File: config.mk
export PLATFORM = sky130hd
export DESIGN_NAME = npc_sequencer
export DESIGN_NICKNAME = d
export VERILOG_FILES = /design/src/rtl/npc_pkg.sv /design/src/rtl/npc_rst_sync.sv /design/src/rtl/npc_target_calc.sv /design/src/rtl/npc_slot_ctrl.sv /design/src/rtl/npc_sequencer.sv
export SDC_FILE = /design/constraint.sdc
export NUM_CORES = 1
export LEC_CHECK = 0
export BUFFER_PORTS_ARGS = -buffer_cell sky130_fd_sc_hd__buf_4
export CAP_MARGIN = 20
export CORE_MARGIN = 2
export CORE_UTILIZATION = 55
export DETAILED_ROUTE_END_ITERATION = 6
export MAX_ROUTING_LAYER = met4
export PLACE_DENSITY_LB_ADDON = 0.25
export SLEW_MARGIN = 10
export SYNTH_ARGS = -nofsm -noshare
export SYNTH_HDL_FRONTEND = slang
export SYNTH_HIERARCHICAL = 1
export SYNTH_SLANG_ARGS = --single-unit
File: constraint.sdc
create_clock -name clk -period 2.4 [get_ports clk]
set_input_delay 0.36 -clock clk [delete_from_list [all_inputs] [get_ports clk]]
set_output_delay 0.36 -clock clk [all_outputs]
set_load 0.05 [all_outputs]
File: src/rtl/npc_pkg.sv
package npc_pkg;
  typedef enum logic [1:0] {
    CTL_SEQ = 2'b00,
    CTL_BR  = 2'b01,
    CTL_JMP = 2'b10,
    CTL_JR  = 2'b11
  } ctl_e;
endpackage

File: src/rtl/npc_rst_sync.sv
module npc_rst_sync #(
  parameter int STAGES = 2
) (
  input  logic clk,
  input  logic rst_n,
  output logic rst_sync_n
);
  logic [STAGES-1:0] chain_q;

  always_ff @(posedge clk or negedge rst_n) begin
    if (!rst_n) chain_q <= '0;
    else        chain_q <= {chain_q[STAGES-2:0], 1'b1};
  end

  assign rst_sync_n = chain_q[STAGES-1];
endmodule

File: src/rtl/npc_target_calc.sv
module npc_target_calc
  import npc_pkg::*;
#(
  parameter int AW   = 32,
  parameter int IDXW = 26,
  parameter int OFFW = 16
) (
  input  logic [AW-1:0]   pc,
  input  ctl_e            ctl,
  input  logic            br_taken,
  input  logic [IDXW-1:0] instr_idx,
  input  logic [AW-1:0]   reg_target,
  output logic [AW-1:0]   seq_pc,
  output logic [AW-1:0]   target,
  output logic            take
);
  localparam int SEXT_W   = AW - OFFW - 2;
  localparam int REGION_W = AW - IDXW - 2;
  localparam logic [AW-1:0] ALIGN_MASK = {{(AW-2){1'b1}}, 2'b00};

  logic [AW-1:0] br_off;
  logic [AW-1:0] br_tgt;
  logic [AW-1:0] jmp_tgt;
  logic [AW-1:0] jr_tgt;

  assign seq_pc  = pc + AW'(4);
  assign br_off  = {{SEXT_W{instr_idx[OFFW-1]}}, instr_idx[OFFW-1:0], 2'b00};
  assign br_tgt  = seq_pc + br_off;
  assign jmp_tgt = {seq_pc[AW-1 -: REGION_W], instr_idx, 2'b00};
  assign jr_tgt  = reg_target & ALIGN_MASK;

  always_comb begin
    target = br_tgt;
    take   = 1'b0;
    unique case (ctl)
      CTL_SEQ: begin target = seq_pc;  take = 1'b0;     end
      CTL_BR:  begin target = br_tgt;  take = br_taken; end
      CTL_JMP: begin target = jmp_tgt; take = 1'b1;     end
      CTL_JR:  begin target = jr_tgt;  take = 1'b1;     end
      default: begin target = seq_pc;  take = 1'b0;     end
    endcase
  end
endmodule

File: src/rtl/npc_slot_ctrl.sv
module npc_slot_ctrl #(
  parameter int AW = 32
) (
  input  logic          clk,
  input  logic          rst_n,
  input  logic          soft_rst,
  input  logic          advance,
  input  logic          take,
  input  logic [AW-1:0] target,
  output logic          pend_valid,
  output logic [AW-1:0] pend_target
);
  logic          pv_d;
  logic [AW-1:0] pt_d;
  logic          slot_en;

  assign slot_en = soft_rst | advance;

  always_comb begin
    pv_d = pend_valid;
    pt_d = pend_target;
    if (soft_rst) begin
      pv_d = 1'b0;
    end else if (advance) begin
      if (pend_valid) begin
        pv_d = 1'b0;
      end else if (take) begin
        pv_d = 1'b1;
        pt_d = target;
      end
    end
  end

  always_ff @(posedge clk or negedge rst_n) begin
    if (!rst_n) begin
      pend_valid  <= 1'b0;
      pend_target <= '0;
    end else if (slot_en) begin
      pend_valid  <= pv_d;
      pend_target <= pt_d;
    end
  end
endmodule

File: src/rtl/npc_sequencer.sv
module npc_sequencer
  import npc_pkg::*;
#(
  parameter int AW          = 32,
  parameter int IDXW        = 26,
  parameter int OFFW        = 16,
  parameter int SYNC_STAGES = 2,
  parameter logic [AW-1:0] RESET_VEC = 32'h0000_1000
) (
  input  logic            clk,
  input  logic            rst_n,
  input  logic            soft_rst,
  input  logic            stall,
  input  logic [1:0]      ctl_class,
  input  logic            br_taken,
  input  logic [IDXW-1:0] instr_idx,
  input  logic [AW-1:0]   reg_target,
  output logic [AW-1:0]   fetch_pc
);
  logic          rst_sync_n;
  logic [AW-1:0] pc_q;
  logic [AW-1:0] pc_d;
  logic          pc_en;
  logic          advance;
  logic [AW-1:0] seq_pc;
  logic [AW-1:0] xfer_target;
  logic          xfer_take;
  logic          pend_valid;
  logic [AW-1:0] pend_target;

  npc_rst_sync #(.STAGES(SYNC_STAGES)) u_rst (
    .clk        (clk),
    .rst_n      (rst_n),
    .rst_sync_n (rst_sync_n)
  );

  npc_target_calc #(.AW(AW), .IDXW(IDXW), .OFFW(OFFW)) u_calc (
    .pc         (pc_q),
    .ctl        (ctl_e'(ctl_class)),
    .br_taken   (br_taken),
    .instr_idx  (instr_idx),
    .reg_target (reg_target),
    .seq_pc     (seq_pc),
    .target     (xfer_target),
    .take       (xfer_take)
  );

  npc_slot_ctrl #(.AW(AW)) u_slot (
    .clk         (clk),
    .rst_n       (rst_sync_n),
    .soft_rst    (soft_rst),
    .advance     (advance),
    .take        (xfer_take),
    .target      (xfer_target),
    .pend_valid  (pend_valid),
    .pend_target (pend_target)
  );

  assign advance = ~stall;
  assign pc_en   = soft_rst | advance;

  always_comb begin
    pc_d = pc_q;
    if (soft_rst)        pc_d = RESET_VEC;
    else if (pend_valid) pc_d = pend_target;
    else                 pc_d = seq_pc;
  end

  always_ff @(posedge clk or negedge rst_sync_n) begin
    if (!rst_sync_n)  pc_q <= RESET_VEC;
    else if (pc_en)   pc_q <= pc_d;
  end

  assign fetch_pc = pc_q;
endmodule

==> run_results.csv <==
group,metric,value,unit
routing,drt_iter0_drc,497,
grt,grt_util_all_layers,36.9,%
placed_design,portBuffers,94,
clocking,clk_pin_slew,0.09,ns
synthesis,simple_logic_cell_fraction_of_the_synthesized_area,13.6,%
setup_path,worst_setup_path_end_kind,"flop",
synthesis,dominant_combinational_cell_family_by_area_after_synthesis,"multiplexers",
synthesis,synth_area_leaders,"dfrtp_1 (27%), mux4_2 (9.5%), mux2_4 (7.3%), ha_1 (6.9%), a211oi_2 (6.1%)",
synthesis,postSynthAreaPerCell,10.7,um2
cells_and_area,final_net_count,937,
setup_path,cp_data_required_time,2.68,ns
pwr,finalPower,4.80,mW
setup_path,criticalPathCategory,"flop to flop",
synthesis,seq_area_frac_synth,27.3,%
timing,relSlewSlack,50.3,%
pwr,powerDensity,513,nW/um2
grt,first_pass_grt_wire_length,32400,um
routing,postRouteAntennaNets,0,
cells_and_area,post_layout_nonfiller_instances,982,
synthesis,synthesis.area,6150,um2
setup_path,worstPathCellList,"ha_4, nand3_1, or3_4, inv_1, nand2_1, xnor2_2, ha_4, a21oi_2, o21ai_0, a21oi_1, nand3_2, buf_4, buf_4, xor2_1, mux4_2, mux2_4",
outcome,outcome,"finished with violations",
clocking,clkLatencyLatePin,0.40,ns
synthesis,synth.mux.area_fraction,22.6,%
synthesis,ys_types,62,
die,num_io_pins,97,
grt,grt_antenna_before_repair,0,
grt,grt-ovfl-total,0,
clocking,numClockSinks,67,
routing,routed_wire_length_per_instance,23.3,um
synthesis,post-synth-top-area-cell,"dfrtp_1",
placed_design,placed_cells,936,
die,core_region_area,10900,um2
routing,route.detailed.vias_per_inst,6.21,
setup_path,worst-endpoint-arrival,4.05,ns
synthesis,synthesis.instances,574,
hold_path,min-delay-path-class,"flop to asynchronous set/reset pin",
timing,rsz0062_at_grt,"yes",
setup_path,critical_path.max_stage_delay,0.45,ns
synthesis,yosysWarningCount,6,
cells_and_area,final_layout_size_suffix_gt1_share,62.9,%
synthesis,leading_cell_type_by_number_of_instances_after_synthesis,"dfrtp_1",
synthesis,asyncSetResetFlopFracSynth,100,%
grt,vias_in_the_first_global_route,6162,
timing,timing_limited_maximum_frequency,265,MHz
placed_design,dp_worst_slack,-1.36,ns
grt,grt_max_degree,35,
setup_path,r2r_cells,16,
synthesis,synth.net_count,674,
timing,hold_ws,0.188,ns
synthesis,synth_common_cells,"dfrtp_1 (66), xnor2_1 (37), nor2b_1 (36)",
setup_path,crit_path_max_fanout,5,
clocking,cts.path.max_buffers,2,
timing,layout_min_cycle_time,3.77,ns
placed_design,routabilityCongestion,0.995,
timing,timing.final.crit_share,157,%
timing,clock_skew,0.0122,ns
synthesis,postSynth.topFlopCell,"dfrtp_1",
placed_design,dp_hpwl,13900,um
routing,detail_route.drc_violations,0,
timing,max_slew.worst_pin.slew,0.746,ns
timing,setup_violations,28,
outcome,failed_checks,"negative setup slack",
cells_and_area,syn2layout_area_growth,52.1,%
setup_path,critPathSlowestCell,"mux4_2",
synthesis,ys_seq_elements,67,
synthesis,synth_enable_flop_cells,0,
synthesis,synth_compound_area_share,16.7,%
synthesis,yosys.area.top_type_share,26.9,%
pwr,leakage,4.27,nW
timing,finalHoldViolations,0,
pwr,peakVddDrop,504,uV
die,initial_core_util,56.5,%
timing,layout_setup_ws,-1.37,ns
setup_path,start_kind,"flop",
setup_path,path_buf_inv,3,
timing,final_max_slew_viol_count,0,
routing,first_pass_iters,4,
synthesis,synth-adder-area-share,7.25,%
die,floorplan.die_area,12000,um2
setup_path,worst-path-stages,16,
die,chipWidth,110,um
clocking,clock_tree_root_driver_cell,"clkbuf_8",
setup_path,timing.critical_path.max_delay_family,"simple AND/OR/NAND/NOR gates",
routing,drt_wl_total,22900,um
clocking,tritoncts.num_buffers,9,
routing,total_via_count_after_detailed_routing,6098,
clocking,cts_tree,"done",
cells_and_area,antenna-diode-count,0,
timing,setup_tns,-28.35,ns
die,die_extent_in_y,110,um
clocking,ctsHtreeMaxLevel,3,
synthesis,synth_xor_area_share,7.53,%
run,max_cap_violations,0,
die,std_cell_rows,38,
placed cells by master (no fill, tap or decap), types with 6 or more instances in the layout:
| cell | n |
|---|---|
| buf_4 | 271 |
| dfrtp_1 | 55 |
| nor2b_1 | 35 |
| a211oi_2 | 34 |
| mux2_4 | 32 |
| mux2i_1 | 29 |
| nand2_1 | 27 |
| mux4_2 | 26 |
| xnor2_2 | 19 |
| a21oi_1 | 18 |
| ha_1 | 16 |
| xnor2_1 | 15 |
| nand3_1 | 14 |
| nor2_1 | 13 |
| ha_4 | 13 |
| buf_6 | 12 |
| a21o_1 | 12 |
| inv_1 | 11 |
| dfrtp_2 | 11 |
| xor2_1 | 11 |
| clkbuf_8 | 10 |
| nand4_1 | 10 |
| a21oi_2 | 9 |
| nor2_4 | 7 |
| nand3_2 | 6 |
| nand2_2 | 6 |
routing by layer:
| metal | track usage (%) | up-vias | part of all wire, % |
|---|---|---|---|
| met5 | - | - | 0 |
| met4 | 14.2 | 0 | 3.7 |
| met3 | 7.35 | 83 | 6.7 |
| met2 | 61.2 | 305 | 50 |
| met1 | 44.4 | 3056 | 40 |
| li1 | - | 2654 | - |
final cells by class:
cell class,instances,area [um2]
tap,140,175
timing repair buffer,285,2200
fill,550,1540
inverter,15,58.8
clock inverter,6,65.1
multi-input combinational,459,5020
clock buffer,10,138
sequential,67,1690
power by group:
group          total (mW)  internal, mW  switching [mW]
sequential           1.49          1.33           0.159
clock                1.05         0.508           0.539
combinational        2.26          1.17            1.09
path summary, 6_finish.rpt:
check / from / to / slack (ns)
worst max-delay path: fetch_pc[3] / u_slot/pend_target[19] / -1.37
worst min register to register: u_rst/chain_q[1] / u_slot/pend_target[6] / 0.19
worst min-delay path: u_rst/chain_q[1] / u_slot/pend_target[6] / 0.19
worst max register to register: fetch_pc[3] / u_slot/pend_target[19] / -1.37
max in group asynchronous: u_rst/chain_q[1] / u_slot/pend_target[25] / 1.58
min in group clk: u_rst/chain_q[0] / u_rst/chain_q[1] / 0.37
stage by stage:
| stage | utilization, % | instance area, um2 |
|---|---|---|
| after floorplan | - | 6330 |
| after global placement | 75.2 | 8190 |
| after detailed placement | 75.2 | 8190 |
| after CTS | 80.6 | 8780 |
| after global routing | 85.9 | 9350 |
| final | 85.9 | 9350 |
kinds of logic after synthesis:
family | Yosys count
adder cells (fa/ha/maj) | 35
flip-flops | 67
multiplexers | 91
AO/OA/AOI/OAI | 123
buffers and inverters | 48
XOR/XNOR | 52
other | 1
AND/OR/NAND/NOR | 157
sequential cells by signal, summed over array words and instances (netlist names):
| name | count |
|---|---|
| fetch_pc | 32 |
| u_slot/pend_target | 32 |
| u_rst/chain_q | 2 |
| u_slot/pend_valid | 1 |
what timing repair did:
item                                    4_1_cts  5_1_grt
hold buffers                                  1        0
endpoints found under the hold margin         2        0
cloned                                        0        0
pin swaps                                    27       42
gates resized for setup                      52       85
buffers inserted                             16       19
endpoints found under the setup margin       32       34
(Power assumes the default switching activity.)
